==> config.mk <==
export PLATFORM = sky130hd
export DESIGN_NAME = pll_div_search
export DESIGN_NICKNAME = d
export VERILOG_FILES = /design/src/rtl/pll_search_pkg.sv /design/src/rtl/pll_post_sel.sv /design/src/rtl/pll_restoring_div.sv /design/src/rtl/pll_band_enc.sv /design/src/rtl/pll_div_search.sv
export SDC_FILE = /design/constraint.sdc
export NUM_CORES = 1
export LEC_CHECK = 0
export ABC_AREA = 1
export CORE_MARGIN = 5
export CORE_UTILIZATION = 40
export DETAILED_ROUTE_END_ITERATION = 8
export PLACE_DENSITY = 0.61
export SETUP_SLACK_MARGIN = 0.05
export SKIP_CTS_REPAIR_TIMING = 1
export SYNTH_ARGS = -nofsm -noshare
export SYNTH_HDL_FRONTEND = slang
export SYNTH_SLANG_ARGS = --single-unit
==> constraint.sdc <==
create_clock -name clk_i -period 6 [get_ports clk_i]
set_input_delay 0.6 -clock clk_i [delete_from_list [all_inputs] [get_ports clk_i]]
set_output_delay 0.6 -clock clk_i [all_outputs]
set_load 0.02 [all_outputs]
==> src/rtl/pll_search_pkg.sv <==
package pll_search_pkg;
  typedef enum logic [1:0] {ST_IDLE, ST_KICK, ST_WAIT, ST_FIN} srch_st_e;

  localparam int unsigned VCO_MIN_KHZ = 50000;
  localparam int unsigned F_FLOOR_KHZ = VCO_MIN_KHZ / 8;

  function automatic logic [1:0] p_to_shift(input logic [2:0] p);
    case (p)
      3'd0:    return 2'd0;
      3'd1:    return 2'd1;
      3'd3:    return 2'd2;
      default: return 2'd3;
    endcase
  endfunction
endpackage

==> src/rtl/pll_post_sel.sv <==
module pll_post_sel import pll_search_pkg::*; #(
  parameter int FKHZ_W = 20
) (
  input  logic [FKHZ_W-1:0] f_khz_i,
  output logic [FKHZ_W-1:0] f_clamp_o,
  output logic [2:0]        p_o,
  output logic [FKHZ_W+2:0] vco_khz_o
);
  localparam int VW = FKHZ_W + 3;
  logic [VW-1:0] f_w;

  always_comb begin
    f_clamp_o = (f_khz_i < FKHZ_W'(F_FLOOR_KHZ)) ? FKHZ_W'(F_FLOOR_KHZ) : f_khz_i;
    f_w = VW'(f_clamp_o);
    if (f_w >= VW'(VCO_MIN_KHZ))          p_o = 3'd0;
    else if (f_w >= VW'(VCO_MIN_KHZ / 2)) p_o = 3'd1;
    else if (f_w >= VW'(VCO_MIN_KHZ / 4)) p_o = 3'd3;
    else                                  p_o = 3'd7;
    vco_khz_o = f_w << p_to_shift(p_o);
  end
endmodule

==> src/rtl/pll_restoring_div.sv <==
module pll_restoring_div #(
  parameter int NUM_W = 32,
  parameter int DEN_W = 6
) (
  input  logic             clk_i,
  input  logic             rst_ni,
  input  logic             start_i,
  input  logic [NUM_W-1:0] num_i,
  input  logic [DEN_W-1:0] den_i,
  output logic             done_o,
  output logic [NUM_W-1:0] quo_o
);
  localparam int CNT_W = $clog2(NUM_W);

  logic [DEN_W-1:0] rem_q, den_q;
  logic [NUM_W-1:0] quo_q;
  logic [CNT_W-1:0] cnt_q;
  logic             run_q, done_q;
  logic [DEN_W:0]   trial;
  logic             ge;

  always_comb begin
    trial = {rem_q, quo_q[NUM_W-1]};
    ge    = trial >= {1'b0, den_q};
  end

  always_ff @(posedge clk_i or negedge rst_ni) begin
    if (!rst_ni) begin
      rem_q  <= '0;
      den_q  <= '0;
      quo_q  <= '0;
      cnt_q  <= '0;
      run_q  <= 1'b0;
      done_q <= 1'b0;
    end else begin
      done_q <= 1'b0;
      if (start_i) begin
        quo_q <= num_i;
        den_q <= den_i;
        rem_q <= '0;
        cnt_q <= CNT_W'(NUM_W - 1);
        run_q <= 1'b1;
      end else if (run_q) begin
        quo_q <= {quo_q[NUM_W-2:0], ge};
        rem_q <= ge ? DEN_W'(trial - {1'b0, den_q}) : trial[DEN_W-1:0];
        cnt_q <= cnt_q - 1'b1;
        if (cnt_q == '0) begin
          run_q  <= 1'b0;
          done_q <= 1'b1;
        end
      end
    end
  end

  assign done_o = done_q;
  assign quo_o  = quo_q;
endmodule

==> src/rtl/pll_band_enc.sv <==
module pll_band_enc #(
  parameter int QW = 32
) (
  input  logic [QW-1:0] vco_i,
  output logic [1:0]    s_o
);
  // band edges in 0.01 kHz
  localparam logic [QW-1:0] EDGE0 = QW'(10_000_000);
  localparam logic [QW-1:0] EDGE1 = QW'(14_000_000);
  localparam logic [QW-1:0] EDGE2 = QW'(18_000_000);

  always_comb begin
    if (vco_i < EDGE0)      s_o = 2'd0;
    else if (vco_i < EDGE1) s_o = 2'd1;
    else if (vco_i < EDGE2) s_o = 2'd2;
    else                    s_o = 2'd3;
  end
endmodule

==> src/rtl/pll_div_search.sv <==
module pll_div_search import pll_search_pkg::*; #(
  parameter int FKHZ_W = 20,
  parameter int REF_W  = 24,
  parameter int M_W    = 5,
  parameter int N_W    = 7
) (
  input  logic                         clk_i,
  input  logic                         rst_ni,
  input  logic                         start_i,
  input  logic [FKHZ_W-1:0]            target_khz_i,
  input  logic [REF_W-1:0]             ref_i,
  input  logic [M_W-1:0]               m_min_i,
  input  logic [M_W-1:0]               m_max_i,
  input  logic [N_W-1:0]               n_min_i,
  input  logic [N_W-1:0]               n_max_i,
  output logic                         busy_o,
  output logic                         done_o,
  output logic [7:0]                   m_byte_o,
  output logic [7:0]                   n_byte_o,
  output logic [7:0]                   ps_byte_o,
  output logic [REF_W+N_W:0]           fout_o
);
  localparam int NUM_W = REF_W + N_W + 1;
  localparam int DEN_W = M_W + 1;
  localparam int QW    = NUM_W;
  localparam int ERR_W = QW;

  srch_st_e st_q;
  logic [REF_W-1:0]  ref_q;
  logic [M_W-1:0]    m_q, m_max_q, best_m_q;
  logic [N_W-1:0]    n_q, n_min_q, n_max_q, best_n_q;
  logic [2:0]        p_q;
  logic [ERR_W-1:0]  t100_q, berr_q, err;
  logic [QW-1:0]     best_q_q, quo;
  logic              first_q, done_q, better, div_done;
  logic [FKHZ_W-1:0] f_cl;
  logic [2:0]        p_sel;
  logic [FKHZ_W+2:0] vco_sel;
  logic [NUM_W-1:0]  num;
  logic [DEN_W-1:0]  den;
  logic [1:0]        s_code;

  pll_post_sel #(.FKHZ_W(FKHZ_W)) u_post (
    .f_khz_i(target_khz_i), .f_clamp_o(f_cl), .p_o(p_sel), .vco_khz_o(vco_sel)
  );

  assign num = NUM_W'(ref_q) * NUM_W'({1'b0, n_q} + 1'b1);
  assign den = {1'b0, m_q} + 1'b1;

  pll_restoring_div #(.NUM_W(NUM_W), .DEN_W(DEN_W)) u_div (
    .clk_i, .rst_ni, .start_i(st_q == ST_KICK), .num_i(num), .den_i(den),
    .done_o(div_done), .quo_o(quo)
  );

  pll_band_enc #(.QW(QW)) u_band (.vco_i(best_q_q), .s_o(s_code));

  always_comb begin
    err    = (quo >= t100_q) ? quo - t100_q : t100_q - quo;
    better = err < berr_q;
  end

  always_ff @(posedge clk_i or negedge rst_ni) begin
    if (!rst_ni) begin
      st_q      <= ST_IDLE;
      ref_q     <= '0;
      m_q       <= '0;
      m_max_q   <= '0;
      n_q       <= '0;
      n_min_q   <= '0;
      n_max_q   <= '0;
      best_m_q  <= '0;
      best_n_q  <= '0;
      best_q_q  <= '0;
      p_q       <= '0;
      t100_q    <= '0;
      berr_q    <= '0;
      first_q   <= 1'b0;
      done_q    <= 1'b0;
      m_byte_o  <= '0;
      n_byte_o  <= '0;
      ps_byte_o <= '0;
      fout_o    <= '0;
    end else begin
      done_q <= 1'b0;
      case (st_q)
        ST_IDLE: if (start_i) begin
          ref_q   <= ref_i;
          m_q     <= m_min_i;
          m_max_q <= m_max_i;
          n_q     <= n_min_i;
          n_min_q <= n_min_i;
          n_max_q <= n_max_i;
          p_q     <= p_sel;
          t100_q  <= ERR_W'(vco_sel) * ERR_W'(100);
          berr_q  <= ERR_W'(f_cl) * ERR_W'(100);
          first_q <= 1'b1;
          st_q    <= ST_KICK;
        end
        ST_KICK: st_q <= ST_WAIT;
        ST_WAIT: if (div_done) begin
          // first pair is the default result even when it does not win
          if (better || first_q) begin
            best_m_q <= m_q;
            best_n_q <= n_q;
            best_q_q <= quo;
          end
          if (better) berr_q <= err;
          first_q <= 1'b0;
          if (n_q != n_max_q) begin
            n_q  <= n_q + 1'b1;
            st_q <= ST_KICK;
          end else if (m_q != m_max_q) begin
            m_q  <= m_q + 1'b1;
            n_q  <= n_min_q;
            st_q <= ST_KICK;
          end else begin
            st_q <= ST_FIN;
          end
        end
        ST_FIN: begin
          m_byte_o  <= 8'(best_m_q) & 8'h1F;
          n_byte_o  <= 8'(best_n_q) & 8'h7F;
          ps_byte_o <= {3'b000, s_code, p_q};
          fout_o    <= best_q_q >> p_to_shift(p_q);
          done_q    <= 1'b1;
          st_q      <= ST_IDLE;
        end
        default: st_q <= ST_IDLE;
      endcase
    end
  end

  assign busy_o = (st_q != ST_IDLE);
  assign done_o = done_q;
endmodule

==> metrics, run 1 <==
status completed; grt total ovfl 0; final period utilization 0.954; largest net degree at the start of global routing 107; Critical Path Fanout Max 8; Worst Skew 0.0267 ns; Hold Vio Cnt, Final 0; unrepaired setup endpoints after global routing yes; DRC 0; Ys Warns 0; R2R depth 21; syn avg cell area 7.44 um2; clk buf depth 3; vias in the first global route 24,000; Synth async-reset ratio 1.00; top-area cell type share of the netlist area 0.243; PortBufs 121; Starting Density 0.401; fin nets 4,516; critical path startpoint category primary input; Post-synth EDFFs 0; Crit. End Element flop; Synth Area in Adders 0.265; # Max-Cap Violations 0; sequential share of the synthesized area 0.243; post-synthesis cell area 27,400 um2; final count of pins violating max slew 0; fin area 32,900 um2; Hold Crit Class in2async; die area 73,900 um2; Simple-Gate Fraction of Synth Area 0.196; final setup violation count 0; Synth Area in Compound Gates 0.156; row cnt 96; clk root buf clkbuf_16; setup_tns 0 ns; first-pass GRT wire length 130,000 um; pre-CTS setup slack -0.573 ns; CP Buf/Inv Count 8; CP delay by family, top simple AND/OR/NAND/NOR gates; Area Growth Syn to Fin 20.1%; H-tree depth 2; Crit Path Category in2reg; Tmin final 5.72 ns; Routed Antenna Nets 0; Placement Cell Area 30,900 um2; Tightest Pin Transition 1.08 ns; crit path DAT 6.14 ns; final worst setup slack 0.278 ns; commonest non-fill, non-tap cell in the layout nand2_1; die width 272 um; Clock Sink Count 266; slowest stage delay, CP 0.53 ns; relative slew slack 0.279; dominant synthesized flop cell dfrtp_1; CTS tree yes; top cells by area, synth dfrtp_1, ha_1, fa_1, nand2_1, inv_1; FF+latch count, synth 266; count of cell types in the netlist 55; FMAX 175 MHz; drt total wl 81,900 um; reg-to-reg endpoint u_div.quo_o[27]; wire per inst 16.8 um; clk slew on worst S/H paths 0.06 ns; num ports 129; routability cong. 0.963; via count 24,700; worst r2r src n_q[2]; largest family of logic cells by synthesized area adder cells; most frequent cells in the layout nand2_1, inv_1, ha_1, o21ai_0, dfrtp_1; post-synthesis xor/xnor area fraction 0.0287; share of cells above drive strength 1 0.120; GRT Resource Usage Total 0.216; DP HPWL 66,300 um; Cells after Synth 3,685; CP max stage cell fa_1; most used cell, CP nand2_2; Critical Path RT 6.41 ns; Core Region 68,300 um2; initial antenna violation count 4; clk_lat worst skew 0.56 ns; R2R Setup Slk 0.45 ns; TritonCTS Buffers 34; drt initial violations 1,684; vias per cell 5.08; DRT Pass-1 Iters 5; Finished Core Util 0.482; Die Y-Extent 272 um; leading area contributor after synthesis dfrtp_1; mux contribution to synthesized area 0.00219
[how the worst max path moves through the flow]
stage | endpoint | cells past startpoint | start | slack, ns
6_report | t100_q[22] | 39 | target_khz_i[10] | 0.28
5_1_grt | t100_q[29] | 40 | target_khz_i[10] | -0.04
4_1_cts | t100_q[18] | 38 | target_khz_i[9] | -0.01
3_5_place_dp | t100_q[27] | 34 | target_khz_i[17] | -0.57
3_3_place_gp | t100_q[26] | 36 | target_khz_i[6] | -0.52
2_1_floorplan | t100_q[23] | 34 | target_khz_i[8] | 0.12
[routing by layer]
| layer | up-vias | GRT usage | part of all wire |
|---|---|---|---|
| met5 | - | 0 | 0 |
| li1 | 12400 | - | - |
| met4 | 0 | 0.0516 | 0.023 |
| met1 | 11700 | 0.312 | 0.47 |
| met3 | 90 | 0.0322 | 0.054 |
| met2 | 523 | 0.345 | 0.45 |
[metrics by stage]
stage,std cells,hold slack [ns]
after floorplan,3691,0.304
after CTS,4843,0.125
after global routing,4868,0.158
after detailed placement,4785,0.457
after global placement,4785,0.454
final,4869,0.0819
[Yosys cell counts, types with 51 or more instances]
| cell | instances |
|---|---|
| a21oi_1 | 205 |
| clkbuf_1 | 96 |
| dfrtp_1 | 266 |
| fa_1 | 167 |
| ha_1 | 314 |
| inv_1 | 633 |
| nand2_1 | 841 |
| nand3_1 | 110 |
| nor2_1 | 273 |
| o21ai_0 | 311 |
| o221ai_1 | 51 |
| xor2_1 | 61 |
[registers in the layout, summed over array words and instances (netlist names), 2 cells and up]
name	flops
u_div.cnt_q	5
best_m_q	5
u_div.den_q	6
u_div.quo_o	32
best_n_q	7
p_q	3
st_q	2
m_max_q	5
ps_byte_o	5
n_q	7
berr_q	32
n_byte_o	7
m_byte_o	5
n_max_q	7
fout_o	32
ref_q	24
u_div.rem_q	6
n_min_q	7
m_q	5
best_q_q	32
t100_q	28
[cells by family (layout without fill, tap and decap cells)]
| family | count (synthesis) | in the layout |
|---|---|---|
| buffers and inverters | 775 | 1070 |
| other | 1 | 8 |
| xor gates and xnor gates | 90 | 90 |
| and+or+nand+nor | 1323 | 1323 |
| DFF | 266 | 266 |
| muxes | 6 | 6 |
| AOI/OAI and AO/OA | 743 | 743 |
| adders and majority gates | 481 | 481 |
[final cells by class]
| class | instances | area [um2] |
|---|---|---|
| Clock buffer | 46 | 976 |
| Inverter | 649 | 2440 |
| Multi-Input combinational cell | 2650 | 18400 |
| Clock inverter | 12 | 139 |
| Timing Repair Buffer | 363 | 3210 |
| Fill cell | 6833 | 35400 |
| Sequential cell | 266 | 6660 |
| Tap cell | 882 | 1100 |
| Antenna cell | 1 | 2.50 |
Power of run 1 is left out: the tool's default activity adds up to more than one toggle a clock period on the data nets, which glitch-free logic cannot reach.
==> run 2: changes to the inputs <==
--- a/config.mk
+++ b/config.mk
@@ -12,6 +12,7 @@
 export PLACE_DENSITY = 0.61
 export SETUP_SLACK_MARGIN = 0.05
 export SKIP_CTS_REPAIR_TIMING = 1
+export SLEW_MARGIN = 20
 export SYNTH_ARGS = -nofsm -noshare
 export SYNTH_HDL_FRONTEND = slang
 export SYNTH_SLANG_ARGS = --single-unit
==> run 2 against run 1 <==
Compared with the run above:
- utilization is essentially flat
- first-iteration DRC count shrank 5.0%
- critical endpoint unchanged
- sequential cell count is the same
- count of clock-buffer cells in the layout is the same
- critical path type unchanged
==> metrics, run 2 (synthesized netlist as in run 1, its figures left out) <==
vias in the first global route 24,000 (unchanged); Die Y-Extent 272 um (unchanged); drt initial violations 1,600 (-5.0%); slowest stage delay, CP 0.53 ns (about the same); clk slew on worst S/H paths 0.06 ns (about the same); die area 73,900 um2 (unchanged); grt total ovfl 0 (unchanged); most frequent cells in the layout nand2_1, inv_1, ha_1, o21ai_0, dfrtp_1; # Max-Cap Violations 0 (unchanged); critical path startpoint category primary input; PortBufs 121 (unchanged); Crit Path Category in2reg; status completed; Placement Cell Area 30,900 um2 (unchanged); H-tree depth 2 (unchanged); most used cell, CP nand2_2; clk root buf clkbuf_16; Routed Antenna Nets 0 (unchanged); Hold Vio Cnt, Final 0 (unchanged); unrepaired setup endpoints after global routing yes; final count of pins violating max slew 0 (unchanged); Crit. End Element flop; Critical Path RT 6.42 ns (about the same); Tightest Pin Transition 1.02 ns (-0.0584 ns); Tmin final 5.72 ns (+0.00253 ns); clk buf depth 3 (unchanged); hold_ws 0.0982 ns (+0.0162 ns); share of cells above drive strength 1 0.120 (+0.000251); commonest non-fill, non-tap cell in the layout nand2_1; final period utilization 0.954 (about the same); DRT Pass-1 Iters 5 (unchanged); DRC 0 (unchanged); num ports 129 (unchanged); fin area 32,900 um2 (about the same); Core Region 68,300 um2 (unchanged); fillers 6,834 (+0.015%); fin nets 4,516 (unchanged); first-pass GRT wire length 130,000 um (unchanged); FMAX 175 MHz (about the same); Area Growth Syn to Fin 20.1% (about the same); final setup violation count 0 (unchanged); routability cong. 0.963 (unchanged); Hold Crit Class in2async; via count 24,800 (+0.23%); CP max stage cell fa_1; drt total wl 82,000 um (about the same); GRT Resource Usage Total 0.216 (unchanged); CTS tree yes; wire per inst 16.8 um (about the same); initial antenna violation count 4 (unchanged); relative slew slack 0.321 (+0.0415); Critical Path Fanout Max 8 (unchanged); Worst Skew 0.0266 ns (-0.0000800 ns); crit path DAT 6.14 ns (about the same); TritonCTS Buffers 34 (unchanged); Clock Sink Count 266 (unchanged); Starting Density 0.401 (unchanged); clk_lat worst skew 0.56 ns (about the same); vias per cell 5.09 (+0.23%); row cnt 96 (unchanged); largest net degree at the start of global routing 107 (unchanged); DP HPWL 66,300 um (unchanged); die width 272 um (unchanged)
-- run 2: path summary, 6_finish.rpt --
path	start	end	slack [ns]	cells past startpoint
worst max-delay path	target_khz_i[10]	t100_q[22]	0.28	39
worst min-delay path	rst_ni	ps_byte_o[2]	0.1	1
worst max register to register	n_q[0]	u_div.quo_o[27]	0.47	22
worst min register to register	best_m_q[4]	m_byte_o[4]	0.47	2
max in group asynchronous	rst_ni	n_byte_o[1]	4.50	2
min in group clk_i	best_m_q[4]	m_byte_o[4]	0.47	2
-- run 2: layer usage --
layer	GRT usage	up-vias	routed length [um]
met3	0.0322	98	4150
li1	-	12400	-
met1	0.312	11800	39100
met4	0.0516	0	1950
met2	0.345	524	36800
met5	0	-	0
-- run 2: through the flow --
| step | setup WS, ns | TNS, ns | std cells | utilization |
|---|---|---|---|---|
| 2_1_floorplan | 0.117 | 0 | 3691 | - |
| 3_3_place_gp | -0.520 | -7.29 | 4785 | 0.453 |
| 3_5_place_dp | -0.573 | -8.64 | 4785 | 0.453 |
| 4_1_cts | -0.0126 | -0.0126 | 4843 | 0.469 |
| 5_1_grt | -0.0368 | -0.0922 | 4868 | 0.482 |
| 6_report | 0.275 | 0 | 4869 | 0.482 |
-- run 2: critical path, delay by kind of cell --
kind	cells	cell delay (ns)
compound gates	7	0.90
xor+xnor	1	0.11
fa+ha+maj	5	1.54
simple gates	18	1.78
buf+inv	8	1.16
-- run 2: layout make-up --
type,count,area (um2),share of cell area
Clock inverter,12,139,0.00422
Multi-Input combinational cell,2650,18400,0.559
Antenna cell,1,2.50,0.0000760
Inverter,649,2440,0.0741
Sequential cell,266,6660,0.202
Timing Repair Buffer,363,3210,0.0976
Tap cell,882,1100,0.0335
Clock buffer,46,976,0.0296
Power of run 2 is left out for the same reason.
==> run 3: changes to the inputs <==
--- a/config.mk
+++ b/config.mk
@@ -15,4 +15,5 @@
 export SLEW_MARGIN = 20
 export SYNTH_ARGS = -nofsm -noshare
 export SYNTH_HDL_FRONTEND = slang
+export SYNTH_HIERARCHICAL = 1
 export SYNTH_SLANG_ARGS = --single-unit
==> run 3 against run 2 <==
Compared with the run above:
- sequential share of layout area decreased by 0.065 points
- highest routed layer is now met5
- area after synthesis increased by 7.2%
- critical path type is now reg2reg
- die area increased by 7.0%
- sequential cell count unchanged
- global-route usage increased by 0.38 points
- critical endpoint is now u_div/quo_o[28]
- setup slack improved by 0.16 ns
- via count increased by 7.5%
- final cell count increased by 9.5%
- maximum frequency increased by 3.0%
- clock skew increased by 0.021 ns
==> metrics, run 3 <==
top-area cell type share of the netlist area 0.226 (-0.0164); DP HPWL 71,600 um (+8.0%); Tightest Pin Transition 0.913 ns (-0.105 ns); sequential share of the synthesized area 0.226 (-0.0164); Synth async-reset ratio 1.00 (unchanged); FMAX 180 MHz (+3.0%); Clock Sink Count 266 (unchanged); drt total wl 86,700 um (+5.8%); crit path launch n_q[0]; mux contribution to synthesized area 0.00238 (+0.000193); via count 26,700 (+7.5%); worst r2r src n_q[0]; commonest non-fill, non-tap cell in the layout nand2_1; die area 79,100 um2 (+7.0%); Tmin final 5.56 ns (-0.165 ns); crit path DAT 5.98 ns (-0.16 ns); die width 281 um (+3.4%); clk slew on worst S/H paths 0.06 ns (about the same); post-synthesis cell area 29,400 um2 (+7.2%); vias in the first global route 26,500 (+10%); post-synthesis xor/xnor area fraction 0.0274 (-0.00134); leading area contributor after synthesis dfrtp_1; GRT Resource Usage Total 0.220 (+0.00375); Hold Vio Cnt, Final 0 (unchanged); clk buf depth 3 (unchanged); final period utilization 0.927 (-0.0275); row cnt 99 (+3.1%); num ports 129 (unchanged); Critical Path Fanout Max 23 (+15); largest family of logic cells by synthesized area simple AND/OR/NAND/NOR gates; Synth top cells by count nand2_1, inv_1, nor2_1; slowest stage delay, CP 0.55 ns (+0.02 ns); Core Region 73,000 um2 (+6.7%); first-pass GRT wire length 141,000 um (+8.6%); DRC 0 (unchanged); CP max stage cell fa_1; setup_tns 0 ns (unchanged); count of cell types in the netlist 55 (unchanged); clk root buf clkbuf_16; Starting Density 0.403 (+0.00180); Simple-Gate Fraction of Synth Area 0.284 (+0.0882); Critical Path RT 6.43 ns (about the same); share of cells above drive strength 1 0.0594 (-0.0605); H-tree depth 2 (unchanged); Post-synth EDFFs 0 (unchanged); Synth Area in Adders 0.236 (-0.0294); Worst Skew 0.0472 ns (+0.0206 ns); PortBufs 121 (unchanged); status completed; final count of pins violating max slew 0 (unchanged); Synth Area in Compound Gates 0.0956 (-0.0607); final setup violation count 0 (unchanged); TritonCTS Buffers 34 (unchanged); initial antenna violation count 3 (-1); Cells after Synth 4,239 (+15%); Hold Crit Class in2async; unrepaired setup endpoints after global routing no; syn avg cell area 6.94 um2 (-6.8%); drt initial violations 1,868 (+17%); vias per cell 5.00 (-1.8%); largest net degree at the start of global routing 116 (+8.4%); most frequent cells in the layout nand2_1, inv_1, nor2_1, ha_1, dfrtp_1; diode count 0 (-1); clk_lat worst skew 0.57 ns (about the same); dominant synthesized flop cell dfrtp_1; CTS tree yes; fin nets 4,874 (+7.9%); count leader, synth nand2_1; fillers 7,516 (+10%); Crit Path Category reg2reg; grt total ovfl 0 (unchanged); most used cell, CP nand2_1; routability cong. 0.990 (+2.8%); FF+latch count, synth 266 (unchanged); relative slew slack 0.391 (+0.0705); Crit. End Element flop; wire per inst 16.3 um (-3.4%); critical path startpoint category flop; DRT Pass-1 Iters 6 (+1); Area Growth Syn to Fin 12.4%; # Max-Cap Violations 0 (unchanged); Routed Antenna Nets 0 (unchanged); top cells by area, synth dfrtp_1, nand2_1, ha_1, fa_1, inv_1; Ys Warns 6 (+6); Die Y-Extent 281 um (+3.4%)
run 3: cell count changes after synthesis, sizes merged, moves of 13 or more:
cell,previous run,this run
o21ai,349,199
nand2,850,1290
nor2,282,373
inv,648,834
ha,314,287
o211ai,27,12
clkbuf,96,62
buf,30,62
nand3,115,236
a21oi,206,139
a31oi,24,11
and2,5,22
run 3: critical path: cells and delay by family, from the launching register on:
family,cells,cell delay [ns]
AOI/OAI and AO/OA,4,0.61
adders and majority gates,6,2.63
buffers and inverters,5,0.57
DFF,1,0.34
and+or+nand+nor,13,1.23
run 3: final timing paths:
path | endpoint | slack [ns] | cells past startpoint
min reg2reg | m_byte_o[4] | 0.47 | 2
max | u_div/quo_o[28] | 0.44 | 28
min in group clk_i | m_byte_o[4] | 0.47 | 2
min | ps_byte_o[4] | 0.09 | 1
max in group asynchronous | t100_q[21] | 4.47 | 2
max reg2reg | u_div/quo_o[28] | 0.44 | 28
run 3: logic make-up after synthesis:
family,count (synthesis)
AO/OA/AOI/OAI,466
AND/OR/NAND/NOR,1994
adder cells (fa/ha/maj),454
buffers and inverters,958
other,2
multiplexers,7
flip-flops,266
XOR/XNOR,92
run 3: final cells by class:
class                   count  area, um2  area share
well taps                 959       1200      0.0363
repair buffers            190       1810      0.0547
clock inverters            17        225     0.00681
inverters                 834       3130      0.0948
multi-input cells        3023      19100       0.578
clock buffers              44        928      0.0281
flip-flops and latches    266       6660       0.201
run 3: through the flow:
step / util / std cells / worst slack [ns] / area, um2 / hold slack [ns]
floorplan: - / 4247 / 0.854 / 29400 / 0.304
global placement: 0.436 / 5272 / 0.0958 / 31800 / 0.458
detailed placement: 0.436 / 5272 / 0.0614 / 31800 / 0.456
CTS: 0.452 / 5333 / 0.272 / 33000 / 0.142
global route: 0.453 / 5333 / 0.0534 / 33100 / 0.167
finish: 0.453 / 5333 / 0.440 / 33100 / 0.0870
run 3: layer usage:
metal  track usage  share of wire  vias to the layer above
met5             0        0.00014                        -
met4        0.0404          0.016                        2
met3        0.0287          0.053                       74
met2         0.364           0.46                      591
met1         0.314           0.47                    12700
li1              -              -                    13300
Power of run 3 is left out for the same reason.
